==> src/rtl/mbs_pkg.sv <==
package mbs_pkg;
  typedef enum logic [2:0] {ST_TI, ST_T1, ST_T2, ST_T3, ST_TW, ST_T4} tstate_e;
  typedef enum logic [2:0] {
    K_MEM_RD = 3'd0, K_MEM_WR = 3'd1, K_IO_RD = 3'd2, K_IO_WR = 3'd3, K_INTA = 3'd4
  } kind_e;
endpackage

==> src/rtl/mbs_tstate.sv <==
module mbs_tstate
  import mbs_pkg::*;
(
  input  logic    clk_i,
  input  logic    rst_ni,
  input  logic    start_i,
  input  logic    split_i,
  input  logic    ready_i,
  output tstate_e state_o,
  output logic    phase_o,
  output logic    cap_o,
  output logic    done_o
);
  tstate_e st_q, st_d;
  logic    phase_q;
  logic    more;

  assign more = split_i && !phase_q;

  always_comb begin
    st_d = st_q;
    unique case (st_q)
      ST_TI:        st_d = start_i ? ST_T1 : ST_TI;
      ST_T1:        st_d = ST_T2;
      ST_T2:        st_d = ST_T3;
      ST_T3, ST_TW: st_d = ready_i ? ST_T4 : ST_TW;
      ST_T4:        st_d = more ? ST_T1 : ST_TI;
      default:      st_d = ST_TI;
    endcase
  end

  always_ff @(posedge clk_i or negedge rst_ni) begin
    if (!rst_ni) begin
      st_q    <= ST_TI;
      phase_q <= 1'b0;
    end else begin
      st_q <= st_d;
      if (start_i && st_q == ST_TI) phase_q <= 1'b0;
      else if (st_q == ST_T4 && more) phase_q <= 1'b1;
    end
  end

  assign state_o = st_q;
  assign phase_o = phase_q;
  assign cap_o   = (st_q == ST_T3 || st_q == ST_TW) && ready_i;
  assign done_o  = (st_q == ST_T4) && !more;
endmodule

==> src/rtl/mbs_lane.sv <==
module mbs_lane #(
  parameter int AW = 20,
  parameter int DW = 16
) (
  input  logic          clk_i,
  input  logic          rst_ni,
  input  logic [AW-1:0] base_i,
  input  logic          word_i,
  input  logic          phase_i,
  input  logic [DW-1:0] wdata_i,
  input  logic [DW-1:0] ad_i,
  input  logic          cap_i,
  output logic          split_o,
  output logic [AW-1:0] cur_addr_o,
  output logic          bhe_no,
  output logic [DW-1:0] lane_data_o,
  output logic [DW-1:0] rdata_o
);
  localparam int HB = DW / 2;

  logic          full;
  logic [HB-1:0] wbyte;
  logic [DW-1:0] rdata_q;

  assign split_o    = word_i && base_i[0];
  assign full       = word_i && !base_i[0];
  assign cur_addr_o = base_i + AW'(phase_i);
  assign bhe_no     = full ? 1'b0 : !cur_addr_o[0];
  assign wbyte      = (split_o && phase_i) ? wdata_i[DW-1:HB] : wdata_i[HB-1:0];

  always_comb begin
    if (full)               lane_data_o = wdata_i;
    else if (cur_addr_o[0]) lane_data_o = {wbyte, {HB{1'b0}}};
    else                    lane_data_o = {{HB{1'b0}}, wbyte};
  end

  always_ff @(posedge clk_i or negedge rst_ni) begin
    if (!rst_ni) rdata_q <= '0;
    else if (cap_i) begin
      if (full)         rdata_q <= ad_i;
      else if (split_o) begin
        if (phase_i) rdata_q[DW-1:HB] <= ad_i[HB-1:0];
        else         rdata_q[HB-1:0]  <= ad_i[DW-1:HB];
      end else
        rdata_q <= {{HB{1'b0}}, cur_addr_o[0] ? ad_i[DW-1:HB] : ad_i[HB-1:0]};
    end
  end

  assign rdata_o = rdata_q;
endmodule

==> src/rtl/mbs_den.sv <==
module mbs_den (
  input  logic clk_i,
  input  logic rst_ni,
  input  logic window_i,
  input  logic early_i,
  output logic den_no
);
  logic late_q;

  // falling-edge register gives the mid-clock edges
  always_ff @(negedge clk_i or negedge rst_ni) begin
    if (!rst_ni) late_q <= 1'b0;
    else         late_q <= window_i;
  end

  assign den_no = !(late_q || early_i);
endmodule

==> src/rtl/mux_bus_seq.sv <==
module mux_bus_seq
  import mbs_pkg::*;
#(
  parameter int AW = 20,
  parameter int DW = 16
) (
  input  logic             clk_i,
  input  logic             rst_ni,
  input  logic             req_valid_i,
  input  logic [2:0]       req_kind_i,
  input  logic [AW-1:0]    req_addr_i,
  input  logic             req_word_i,
  input  logic [DW-1:0]    req_wdata_i,
  input  logic             ready_i,
  input  logic [DW-1:0]    ad_i,
  output logic [DW-1:0]    ad_o,
  output logic             ad_oe_o,
  output logic [AW-DW-1:0] addr_hi_o,
  output logic             ale_o,
  output logic             rd_no,
  output logic             wr_no,
  output logic             inta_no,
  output logic             den_no,
  output logic             dtr_o,
  output logic             mio_o,
  output logic             bhe_no,
  output logic             busy_o,
  output logic             done_o,
  output logic [DW-1:0]    rdata_o
);
  localparam int HW = AW - DW;

  tstate_e       st;
  logic          phase, cap, split, start, lane_bhe_n;
  kind_e         kind_q, kind_in;
  logic [AW-1:0] addr_q, cur_addr;
  logic          word_q, mio_q, dtr_q;
  logic [DW-1:0] wdata_q, lane_data;
  logic          is_rd, is_wr, is_ia, is_mem, win, late_win;

  assign kind_in = kind_e'(req_kind_i);
  assign start   = req_valid_i && (st == ST_TI);

  always_ff @(posedge clk_i or negedge rst_ni) begin
    if (!rst_ni) begin
      kind_q  <= K_MEM_RD;
      addr_q  <= '0;
      word_q  <= 1'b0;
      wdata_q <= '0;
      mio_q   <= 1'b0;
      dtr_q   <= 1'b0;
    end else if (start) begin
      kind_q  <= kind_in;
      addr_q  <= req_addr_i;
      word_q  <= req_word_i;
      wdata_q <= req_wdata_i;
      mio_q   <= (kind_in == K_MEM_RD) || (kind_in == K_MEM_WR);
      dtr_q   <= (kind_in == K_MEM_WR) || (kind_in == K_IO_WR);
    end
  end

  mbs_tstate u_tstate (
    .clk_i   (clk_i),
    .rst_ni  (rst_ni),
    .start_i (start),
    .split_i (split),
    .ready_i (ready_i),
    .state_o (st),
    .phase_o (phase),
    .cap_o   (cap),
    .done_o  (done_o)
  );

  mbs_lane #(.AW(AW), .DW(DW)) u_lane (
    .clk_i       (clk_i),
    .rst_ni      (rst_ni),
    .base_i      (addr_q),
    .word_i      (word_q),
    .phase_i     (phase),
    .wdata_i     (wdata_q),
    .ad_i        (ad_i),
    .cap_i       (cap),
    .split_o     (split),
    .cur_addr_o  (cur_addr),
    .bhe_no      (lane_bhe_n),
    .lane_data_o (lane_data),
    .rdata_o     (rdata_o)
  );

  assign is_rd    = (kind_q == K_MEM_RD) || (kind_q == K_IO_RD);
  assign is_wr    = (kind_q == K_MEM_WR) || (kind_q == K_IO_WR);
  assign is_ia    = (kind_q == K_INTA);
  assign is_mem   = (kind_q == K_MEM_RD) || (kind_q == K_MEM_WR);
  assign win      = (st == ST_T2) || (st == ST_T3) || (st == ST_TW);
  assign late_win = win && (is_rd || is_wr || is_ia);

  mbs_den u_den (
    .clk_i    (clk_i),
    .rst_ni   (rst_ni),
    .window_i (late_win),
    .early_i  (is_wr && st == ST_T2),
    .den_no   (den_no)
  );

  assign busy_o    = (st != ST_TI);
  assign ale_o     = (st == ST_T1);
  assign rd_no     = !(win && is_rd);
  assign wr_no     = !(win && is_wr);
  assign inta_no   = !(win && is_ia);
  assign ad_oe_o   = (ale_o && !is_ia) || (is_wr && (win || st == ST_T4));
  assign ad_o      = ale_o ? cur_addr[DW-1:0] : (is_wr ? lane_data : '0);
  assign addr_hi_o = (ale_o && is_mem) ? cur_addr[AW-1:DW] : {HW{1'b0}};
  assign bhe_no    = busy_o ? lane_bhe_n : 1'b1;
  assign mio_o     = mio_q;
  assign dtr_o     = dtr_q;
endmodule

==> config.mk <==
export PLATFORM = sky130hd
export DESIGN_NAME = mux_bus_seq
export DESIGN_NICKNAME = d
export VERILOG_FILES = /design/src/rtl/mbs_pkg.sv /design/src/rtl/mbs_tstate.sv /design/src/rtl/mbs_lane.sv /design/src/rtl/mbs_den.sv /design/src/rtl/mux_bus_seq.sv
export SDC_FILE = /design/constraint.sdc
export NUM_CORES = 1
export LEC_CHECK = 0
export BUFFER_PORTS_ARGS = -buffer_cell sky130_fd_sc_hd__buf_4
export CELL_PAD_IN_SITES_DETAIL_PLACEMENT = 1
export CELL_PAD_IN_SITES_GLOBAL_PLACEMENT = 1
export CORE_ASPECT_RATIO = 0.7
export CORE_MARGIN = 1
export CORE_UTILIZATION = 35
export CTS_CLUSTER_DIAMETER = 50
export CTS_CLUSTER_SIZE = 8
export DETAILED_ROUTE_END_ITERATION = 12
export GPL_TIMING_DRIVEN = 0
export PLACE_DENSITY = 0.78
export SYNTH_ARGS = -nofsm -noshare
export SYNTH_HDL_FRONTEND = slang
export SYNTH_SLANG_ARGS = --single-unit
export TNS_END_PERCENT = 5
==> constraint.sdc <==
create_clock -name clk_i -period 2.3 [get_ports clk_i]
set_input_delay 0.46 -clock clk_i [delete_from_list [all_inputs] [get_ports clk_i]]
set_output_delay 0.46 -clock clk_i [all_outputs]
set_load 0.05 [all_outputs]
### Yosys cells after proc, flatten, opt, wreduce, memory -nomap -nowiden

Index checks and enable logic that the tools add are counted.

| word-level totals | value |
|---|---|
| logic and storage cells | 91 |
| output and inout bits | 47 |
| register bits | 63 |

| operators by class | value |
|---|---|
| muxes and demuxes | 19 |
| add/sub/neg operators | 1 |
| equality and inequality tests | 13 |
| reductions and logical operators | 47 |

Operators with widths:

| operator | number |
|---|---|
| $mux 16 | 6 |
| $mux 8 | 4 |
| $add 20x1->20 | 1 |
| $logic_and 1x1->1 | 17 |
| $eq 3x2->1 const B | 5 |
| $pmux 3 s5 | 1 |
| $logic_or 1x1->1 | 13 |
| $eq 3x1->1 const B | 3 |
| $eq 3x3->1 const B | 3 |
| $logic_not 1->1 | 9 |
| $logic_not 3->1 | 3 |
| $mux 1 | 7 |
| $ne 3x3->1 const B | 2 |
| $mux 4 | 1 |
| $reduce_and 2->1 | 2 |
| $reduce_bool 3->1 | 1 |
| $reduce_bool 2->1 | 1 |
| $reduce_or 2->1 | 1 |

### Logic depth before layout (Yosys ltp)

| logic depth | value |
|---|---|
| depth after elaboration | 7 |
| depth in mapped cells | 8 |
| mapped depth without buffers | 6 |

### By module

A second synthesis with hierarchy kept.

| second synthesis, totals | value |
|---|---|
| cells, all modules | 361 |
| area, all modules | 3856.2 µm² |

By module, submodules not included:

| module | cells an instance | area an instance (µm²) | seq. area each (µm²) | times used |
|---|---|---|---|---|
| mux_bus_seq | 174 | 2123.3 | 1051.0 | 1 |
| mbs_lane | 161 | 1477.7 | 400.4 | 1 |
| mbs_tstate | 24 | 226.5 | 100.1 | 1 |
| mbs_den | 2 | 28.8 | 25.0 | 1 |

==> flow_summary.json <==
{
  "setup_tns_ns": -6.572,
  "portBuffers": 106,
  "fin_nets": 528,
  "crit_fanout": 3,
  "start_util": 0.3615,
  "status": "finished, violations left",
  "post_drt_wl_per_cell_um": 19.01,
  "drt-initial-drc-count": 181,
  "area_delta_synth_final_pct": 44.71,
  "clk_latency_ns": 0.34,
  "yosys.area.top_type": "dfrtp_1",
  "r2r_end": "u_den.late_q",
  "synth_edf_count": 0,
  "yosys_register_bits": 63,
  "grtUsageTotal": 0.2344,
  "synth_commonest_cells": "dfrtp_1, mux2_2, nand2_1",
  "cts_max_level": 3,
  "fin_util": 0.5232,
  "ys.flop_type": "dfrtp_1",
  "rsz0062_at_grt": "yes",
  "synth.area.top_cells": "dfrtp_1, mux2_2, nand2_1, o21ai_0, mux2i_1",
  "synthCells": 348,
  "worst_slack_ns": -0.5222,
  "antenna_left": 0,
  "setup_viol": 22,
  "ff2ff_path_depth": 3,
  "antenna_found_initial": 0,
  "syn_nets": 410,
  "dieArea_sq_mm": 0.01045,
  "hold_path.class": "in2async",
  "cts_buffer_depth": 2,
  "yosysMostFrequentCell": "dfrtp_1",
  "syn-mean-instance-area_sq_um": 10.10,
  "min_period_over_period": 1.227,
  "hold_viol": 0,
  "ctsHoldBuffers": 0,
  "drive_gt1_frac": 0.4692,
  "crit_path_end_kind": "primary output",
  "n_antenna_cell": 0,
  "multiInputGateArea_sq_mm": 0.002058,
  "period_minus_slack_ns": 2.822,
  "ys.warnings.count": 0,
  "stdcell_area_sq_mm": 0.005086,
  "dr.pass1.iters": 4,
  "grt_pass1_vias": 3370,
  "place.gp.congestion": 0.9102,
  "worst_slew_margin_rel": 0.4454,
  "core_sq_mm": 0.009722,
  "cp-start-kind": "flip-flop",
  "boundaryPins": 107,
  "arrival_ns": 2.36,
  "power.total_mw": 8.663,
  "place_hpwl_um": 8392,
  "max_freq_mhz": 354.3,
  "cts.reportedPaths.clkPinSlew_ns": 0.05,
  "timing.hold.ws_ns": 0.2158,
  "power.density_mw_per_mm2": 1703,
  "p_leak_nw": 2.192,
  "ys_seq_area_frac": 0.4486,
  "tritoncts": "built",
  "drc": 0,
  "clkSinkCount": 63,
  "routed_via_density": 5.324,
  "routed_wl_um": 11380,
  "path_class": "reg2out",
  "dieWidth_um": 121.8,
  "fillers": 1070,
  "dr_total_vias": 3189,
  "ff_latch_area_sq_mm": 0.001578,
  "grt_overflow": 0,
  "maxCapViolations": 0,
  "vdd_ir_drop_max_mv": 1.027,
  "regToRegSetupSlack_ns": 0,
  "grt_pass1_wl_um": 18390,
  "grt_max_degree": 64,
  "cts_buffers": 9,
  "cp.required_ns": 1.84,
  "rows": 30,
  "r2r-start": "kind_q[0]",
  "violations": "negative setup slack",
  "placed_area_sq_mm": 0.004561,
  "synth.top_cell.area_share": 0.4414,
  "cts_root_buf": "clkbuf_16",
  "synthArstFlopShare": 1.000,
  "synth_cell_type_count": 52,
  "final_max_slew_viol_count": 0,
  "fin_worst_skew_ns": 0.01338,
  "die-height_um": 85.84,
  "syn_area_sq_mm": 0.003515,
  "worst_slew_pin_slew_ns": 0.8319
}
-- worst max-delay path, cell delays in order (launching register included) --
cell and delay [ns]:
dfrtp_1 0.39, ha_4 0.18, buf_6 0.10, nand4_1 0.19, or3_4 0.41, or4_4 0.42, a21oi_2 0.17, buf_6 0.17
-- cell usage in the layout (no fill, tap or decap), types with 10 or more instances in the layout --
cell,synthesis,layout
dfrtp_1,62,61
a22oi_1,10,10
xnor2_1,13,13
o21ai_0,29,26
mux2_2,43,43
buf_6,0,10
nand2_1,41,41
mux2i_1,12,12
buf_4,1,101
-- cell type report --
type,instances,share of cell area
buffer,20,0.02214
clock buffer,12,0.04846
clock inverter,4,0.008856
inverter,10,0.008118
multi-input combinational,254,0.4047
sequential,63,0.3102
tap,128,0.03149
timing repair buffer,108,0.1661
-- through the flow --
step / setup WS [ns] / std cells
6_report: -0.5222 / 599
3_3_place_gp: -0.4603 / 582
3_5_place_dp: -0.4870 / 582
5_1_grt: -0.6020 / 599
4_1_cts: -0.5294 / 599
2_1_floorplan: -0.2573 / 348
-- logic make-up (layout without fill, tap and decap cells) --
logic type,after synthesis,after routing,share of synthesized area
compound gates,77,77,0.1399
xor+xnor,15,15,0.03738
fa+ha+maj,2,2,0.007119
buf+inv,31,154,0.03667
flops,63,63,0.4486
mux,56,56,0.1759
simple gates,104,104,0.1545
-- where the power goes --
group	internal [mW]	leakage [nW]	switching, mW
sequential	1.65	0.771	0.555
clock	0.862	0.146	0.483
combinational	1.89	1.27	3.22
total	4.40	2.19	4.26
-- timing repair --
action,in CTS,in global routing
resized for setup,45,7
setup endpoints to repair,26,29
pin swaps,6,2
buffers inserted,2,0
-- worst max path at each step --
stage | startpoint | end | cells past startpoint
finish | u_tstate.phase_o | addr_hi_o[1] | 7
global route | addr_q[0] | addr_hi_o[1] | 7
CTS | addr_q[0] | addr_hi_o[1] | 7
detailed placement | addr_q[0] | addr_hi_o[2] | 7
global placement | u_tstate.phase_o | addr_hi_o[2] | 7
floorplan | u_tstate.state_o[1] | ad_o[5] | 5
-- flip-flops by register name (all words and copies together) (netlist names) --
signal	count
wdata_q	16
u_tstate.state_o	3
dtr_o	1
mio_o	1
u_lane.rdata_o	16
u_tstate.phase_o	1
addr_q	20
word_q	1
kind_q	3
u_den.late_q	1
-- metal layers --
layer	vias up	track usage	wire, um
met1	1600	0.3384	5578
met4	0	0.05724	70
met5	-	0	0
met2	67	0.3585	5263
met3	5	0.04721	471
li1	1517	-	-
Note: power is estimated with default switching activity, not from simulation.
